[config.mk]
export PLATFORM = sky130hd
export DESIGN_NAME = dual_lane_dac_writer
export DESIGN_NICKNAME = d
export VERILOG_FILES = /design/src/rtl/dual_lane_dac_pkg.sv /design/src/rtl/spi_half_timer.sv /design/src/rtl/spi_frame_seq.sv /design/src/rtl/spi_lane_shift.sv /design/src/rtl/dual_lane_dac_writer.sv
export SDC_FILE = /design/constraint.sdc
export NUM_CORES = 1
export LEC_CHECK = 0
export ABC_AREA = 0
export BUFFER_PORTS_ARGS = -buffer_cell sky130_fd_sc_hd__buf_2
export CAP_MARGIN = 0
export CELL_PAD_IN_SITES_DETAIL_PLACEMENT = 0
export CELL_PAD_IN_SITES_GLOBAL_PLACEMENT = 1
export CORE_ASPECT_RATIO = 0.9
export CORE_MARGIN = 2
export CORE_UTILIZATION = 40
export CTS_BUF_LIST = sky130_fd_sc_hd__clkbuf_16
export DETAILED_ROUTE_END_ITERATION = 6
export PLACE_DENSITY = 0.81
export SLEW_MARGIN = 20
export SYNTH_ARGS = -nofsm -noshare
export SYNTH_HDL_FRONTEND = slang
export SYNTH_SLANG_ARGS = --single-unit
export TNS_END_PERCENT = 1
[constraint.sdc]
create_clock -name clk_i -period 3.2 [get_ports clk_i]
set_input_delay 0.16 -clock clk_i [delete_from_list [all_inputs] [get_ports clk_i]]
set_output_delay 0.16 -clock clk_i [all_outputs]
set_load 0.005 [all_outputs]
[src/rtl/dual_lane_dac_pkg.sv]
package dual_lane_dac_pkg;
  typedef enum logic [1:0] {
    ST_IDLE,
    ST_LEAD,
    ST_LOW,
    ST_HIGH
  } seq_state_e;
endpackage

[src/rtl/spi_half_timer.sv]
module spi_half_timer #(
  parameter int HALF_DIV = 4
) (
  input  logic clk_i,
  input  logic rst_ni,
  input  logic run_i,
  output logic tick_o
);
  localparam int CNT_W = (HALF_DIV > 1) ? $clog2(HALF_DIV) : 1;
  localparam logic [CNT_W-1:0] LAST = CNT_W'(HALF_DIV - 1);

  logic [CNT_W-1:0] cnt_q;

  assign tick_o = run_i && (cnt_q == LAST);

  always_ff @(posedge clk_i or negedge rst_ni) begin
    if (!rst_ni)                cnt_q <= '0;
    else if (!run_i || tick_o)  cnt_q <= '0;
    else                        cnt_q <= cnt_q + 1'b1;
  end
endmodule

[src/rtl/spi_frame_seq.sv]
module spi_frame_seq
  import dual_lane_dac_pkg::*;
#(
  parameter int FRAME_W = 16
) (
  input  logic clk_i,
  input  logic rst_ni,
  input  logic start_i,
  input  logic tick_i,
  output logic run_o,
  output logic load_o,
  output logic shift_o,
  output logic cs_n_o,
  output logic sclk_o,
  output logic busy_o,
  output logic done_o
);
  localparam int BIT_W = $clog2(FRAME_W);
  localparam logic [BIT_W-1:0] LAST_BIT = BIT_W'(FRAME_W - 1);

  seq_state_e       state_q;
  logic [BIT_W-1:0] bit_q;
  logic             last_rise;

  assign last_rise = (bit_q == LAST_BIT);
  assign run_o     = (state_q != ST_IDLE);
  assign busy_o    = run_o;
  assign load_o    = (state_q == ST_IDLE) && start_i;
  // no shift on the first falling edge: bit 15 is already on the line
  assign shift_o   = (state_q == ST_HIGH) && tick_i && !last_rise;

  always_ff @(posedge clk_i or negedge rst_ni) begin
    if (!rst_ni) begin
      state_q <= ST_IDLE;
      bit_q   <= '0;
      cs_n_o  <= 1'b1;
      sclk_o  <= 1'b1;
      done_o  <= 1'b0;
    end else begin
      done_o <= 1'b0;
      unique case (state_q)
        ST_IDLE: begin
          if (start_i) begin
            state_q <= ST_LEAD;
            cs_n_o  <= 1'b0;
            bit_q   <= '0;
          end
        end
        ST_LEAD: begin
          if (tick_i) begin
            sclk_o  <= 1'b0;
            state_q <= ST_LOW;
          end
        end
        ST_LOW: begin
          if (tick_i) begin
            sclk_o  <= 1'b1;
            state_q <= ST_HIGH;
          end
        end
        ST_HIGH: begin
          if (tick_i) begin
            if (last_rise) begin
              cs_n_o  <= 1'b1;
              done_o  <= 1'b1;
              state_q <= ST_IDLE;
            end else begin
              bit_q   <= bit_q + 1'b1;
              sclk_o  <= 1'b0;
              state_q <= ST_LOW;
            end
          end
        end
        default: state_q <= ST_IDLE;
      endcase
    end
  end
endmodule

[src/rtl/spi_lane_shift.sv]
module spi_lane_shift #(
  parameter int FRAME_W = 16
) (
  input  logic               clk_i,
  input  logic               rst_ni,
  input  logic               load_i,
  input  logic               shift_i,
  input  logic [FRAME_W-1:0] frame_i,
  output logic               mosi_o
);
  logic [FRAME_W-1:0] sr_q;

  assign mosi_o = sr_q[FRAME_W-1];

  always_ff @(posedge clk_i or negedge rst_ni) begin
    if (!rst_ni)      sr_q <= '0;
    else if (load_i)  sr_q <= frame_i;
    else if (shift_i) sr_q <= {sr_q[FRAME_W-2:0], 1'b0};
  end
endmodule

[src/rtl/dual_lane_dac_writer.sv]
module dual_lane_dac_writer #(
  parameter int HALF_DIV = 4,
  parameter int CTRL_W   = 8,
  parameter int DATA_W   = 8
) (
  input  logic              clk_i,
  input  logic              rst_ni,
  input  logic              start_i,
  input  logic [CTRL_W-1:0] ctrl_a_i,
  input  logic [DATA_W-1:0] data_a_i,
  input  logic [CTRL_W-1:0] ctrl_b_i,
  input  logic [DATA_W-1:0] data_b_i,
  output logic              cs_n_o,
  output logic              sclk_o,
  output logic              mosi_a_o,
  output logic              mosi_b_o,
  output logic              busy_o,
  output logic              done_o
);
  localparam int FRAME_W = CTRL_W + DATA_W;
  localparam int N_LANES = 2;

  logic run, tick, load, shift;
  logic [N_LANES-1:0][FRAME_W-1:0] frame;
  logic [N_LANES-1:0]              mosi;

  assign frame[0] = {ctrl_a_i, data_a_i};
  assign frame[1] = {ctrl_b_i, data_b_i};
  assign mosi_a_o = mosi[0];
  assign mosi_b_o = mosi[1];

  spi_half_timer #(.HALF_DIV(HALF_DIV)) u_timer (
    .clk_i  (clk_i),
    .rst_ni (rst_ni),
    .run_i  (run),
    .tick_o (tick)
  );

  spi_frame_seq #(.FRAME_W(FRAME_W)) u_seq (
    .clk_i   (clk_i),
    .rst_ni  (rst_ni),
    .start_i (start_i),
    .tick_i  (tick),
    .run_o   (run),
    .load_o  (load),
    .shift_o (shift),
    .cs_n_o  (cs_n_o),
    .sclk_o  (sclk_o),
    .busy_o  (busy_o),
    .done_o  (done_o)
  );

  for (genvar g = 0; g < N_LANES; g++) begin : g_lane
    spi_lane_shift #(.FRAME_W(FRAME_W)) u_lane (
      .clk_i   (clk_i),
      .rst_ni  (rst_ni),
      .load_i  (load),
      .shift_i (shift),
      .frame_i (frame[g]),
      .mosi_o  (mosi[g])
    );
  end
endmodule

==> results by group <==
Clocking
  • Hold Buf Count CTS: 0
  • Clock Latency Late Sink: 0.28 ns
  • Clk buf depth: 2
  • Post_cts resized: 0
  • Clock root buffer: clkbuf_16
  • CTS buffer count: 5
  • # Post-CTS Setup Buffers: 0
  • Clk sinks: 43
  • H-tree depth: 2
  • Reg clk slew, reported paths: 0.06 ns
  • CTS tree: yes

Synth
  • Synth top area share: 44.83%
  • Post-synth cell types: 30
  • Cell Area, Synth: 2288 sq um
  • Synthesized area per cell: 10.08 sq um
  • Number of synthesized flops with an enable pin: 0
  • Main area contributors after synthesis: dfrtp_1 (45%), o221ai_2 (18%), nand3_1 (7.9%)
  • Post-synthesis net count: 264
  • Register bit total from synthesis: 43
  • Synth Warn #: 0
  • Synth Instances: 227
  • Ys flop type: dfrtp_1
  • Sequential area share after synthesis: 47.13%
  • Synth area leader: dfrtp_1
  • Ys async rst share: 100.0%

Status
  • Status: finished clean

STA
  • Final hold vios: 0
  • Final setup viols: 0
  • Rel. slew slack: 31.42%
  • RSZ-0062 raised after global routing: false
  • Setup Skew: 0.003258 ns
  • Worst slew pin tran: 1.029 ns
  • Hold WS: 0.02310 ns
  • FMAX: 462.1 MHz
  • Final Cycle Share: 67.62%
  • Slew Viols, Final: 0
  • Fin Setup TNS: 0 ns
  • Crit path time final: 2.164 ns
  • Fin worst setup slack: 1.036 ns

Route
  • Vias: 1,725
  • Routed wire length: 4363 um
  • Per-cell routed wire length: 13.30 um
  • Vias/cell: 5.259
  • First-pass DRT Iterations: 4
  • DRC: 0
  • Starting DRT DRC Count: 149
  • Routed Antenna Nets: 0

Setup path
  • Slowest cell on the critical path: and3_1
  • Beginning of the worst register-to-register path: u_timer.cnt_q[0]$_DFF_PN0_
  • R2r worst-path depth: 5
  • Crit. Startpoint: u_timer.cnt_q[0]$_DFF_PN0_
  • Worst Path Required: 3.33 ns
  • Critical path class: flip-flop to flip-flop
  • Worst stage delay on the critical path: 0.54 ns
  • FF-to-FF End: g_lane[0].u_lane.sr_q[6]$_DFFE_PN0P_
  • Crit start category: flip-flop
  • Worst Path Max Fanout: 32
  • Critical Path Sink: g_lane[0].u_lane.sr_q[6]$_DFFE_PN0P_
  • Cells along the critical path: ha_1, and3_1, and2_2, buf_4, o221ai_1
  • CP arrival: 2.29 ns
  • Setup slack, reg-to-reg: 1.04 ns
  • Critical Path End Type: flip-flop

Final layout
  • Layout area overhead: 14.27%
  • Layout cells sized above 1: 33.33%
  • Final net count: 294
  • Ant. Diodes: 0
  • Final std cells w/o fill: 328
  • Fillers: 561
  • Post-layout util: 46.74%

GRT
  • Pin count of the biggest net entering global routing: 44
  • Initial antenna violation count: 0
  • Met2 Resource Use GR: 24.27%
  • M1 GR Usage: 20.45%
  • First-pass GRT wire length: 7672 um
  • GR Layer Usage met3: 4.117%
  • Top Usage Layer GRT: met2
  • All-Layer GR Usage: 15.10%
  • Number of global-route vias before repair: 1,656
  • GR Overflow Total: 0

Flow run
  • Max cap viols: 0

Placement
  • Dpl cells: 320
  • Final RePlAce weighted congestion: 0.6935
  • DP HPWL: 2886 um
  • Port-buffer cells: 40
  • Dpl ws: 1.037 ns

Floorplanning
  • Core ar.: 5595 sq um
  • Die X: 83.73 um
  • # rows: 26
  • I/O pin cnt: 41
  • Die area: 6343 sq um
  • Initial Utilization: 40.90%
  • Die Ht: 75.76 um

Worst hold path
  • HP Class: input port to asynchronous set/reset pin

Power
  • PD cells: 850.1 nW/um^2
  • Peak supply drop: 336.9 uV
  • Leak Pwr: 1.252 nW
flip-flops by register name, summed over array words and instances (netlist names):
register            flops
u_seq.state_q           2
u_seq.bit_q             4
u_seq.cs_n_o            1
u_timer.cnt_q           2
u_seq.done_o            1
u_seq.sclk_o            1
g_lane.u_lane.sr_q     32
worst max-delay path, delay by kind of cell (launching register included):
family / cells / cell delay (ns)
simple gates: 2 / 0.77
buf+inv: 1 / 0.43
flops: 1 / 0.34
fa+ha+maj: 1 / 0.29
compound gates: 1 / 0.17
routing by layer:
layer  vias up  routed length (um)
li1        844                   -
met1       835                2128
met2        43                1960
met3         3                 253
met4         0                  20
met5         -                   0
cells by family after synthesis:
kind of cell / count (synthesis) / share of synthesized area (%)
multiplexers: 1 / 0.4920
AO/OA/AOI/OAI: 42 / 23.02
adder cells (fa/ha/maj): 2 / 1.093
buffers and inverters: 58 / 12.03
flip-flops: 43 / 47.13
AND/OR/NAND/NOR: 81 / 16.24
synthesized netlist by cell type, types with 3 or more instances:
library cell	count
dfrtp_1	41
inv_1	36
nand3_1	36
nand2_1	34
o221ai_2	27
clkbuf_1	10
buf_6	6
and3_1	3
buf_2	3
nor2_1	3
o221ai_1	3
per-stage QoR:
step                area [sq um]  power, mW
finish                      2615      2.223
global route                2615      2.411
CTS                         2615      2.253
detailed placement          2475      1.759
global placement            2475      1.728
floorplan                   2288      1.620
how the worst min path moves through the flow:
stage,endpoint,start,cells past startpoint
floorplan,g_lane[0].u_lane.sr_q[0]$_DFFE_PN0P_,rst_ni,0
global placement,g_lane[0].u_lane.sr_q[11]$_DFFE_PN0P_,rst_ni,1
detailed placement,g_lane[0].u_lane.sr_q[11]$_DFFE_PN0P_,rst_ni,1
CTS,g_lane[0].u_lane.sr_q[11]$_DFFE_PN0P_,rst_ni,1
global route,g_lane[0].u_lane.sr_q[11]$_DFFE_PN0P_,rst_ni,1
finish,g_lane[0].u_lane.sr_q[11]$_DFFE_PN0P_,rst_ni,1
layout by cell type (no fill, tap or decap), types with 2 or more instances in the layout:
cell type,netlist,layout
buf_4,2,5
nand2_1,34,34
o21ai_0,2,2
a22o_1,2,2
o221ai_2,27,27
ha_1,2,2
nand3_1,36,36
buf_2,3,40
o221ai_1,3,3
dfstp_2,2,2
clkbuf_16,0,5
and3_1,3,3
dfrtp_1,41,41
o22ai_2,2,2
clkinv_1,0,2
inv_1,36,36
nor2_1,3,3
power by group:
part	total (mW)	internal, mW	switching [mW]	leakage (nW)
clock	0.484	0.283	0.201	0.0649
sequential	0.961	0.801	0.161	0.531
combinational	0.777	0.395	0.382	0.656
final cells by class:
type	count	area (sq um)	area share [%]
flip-flops and latches	43	1079	41.24
multi-input cells	126	935.9	35.79
repair buffers	45	237.7	9.091
inverters	36	135.1	5.167
clock buffers	5	125.1	4.785
well taps	70	87.58	3.349
clock inverters	3	15.01	0.5742
Power figures use the tool's default switching activity.
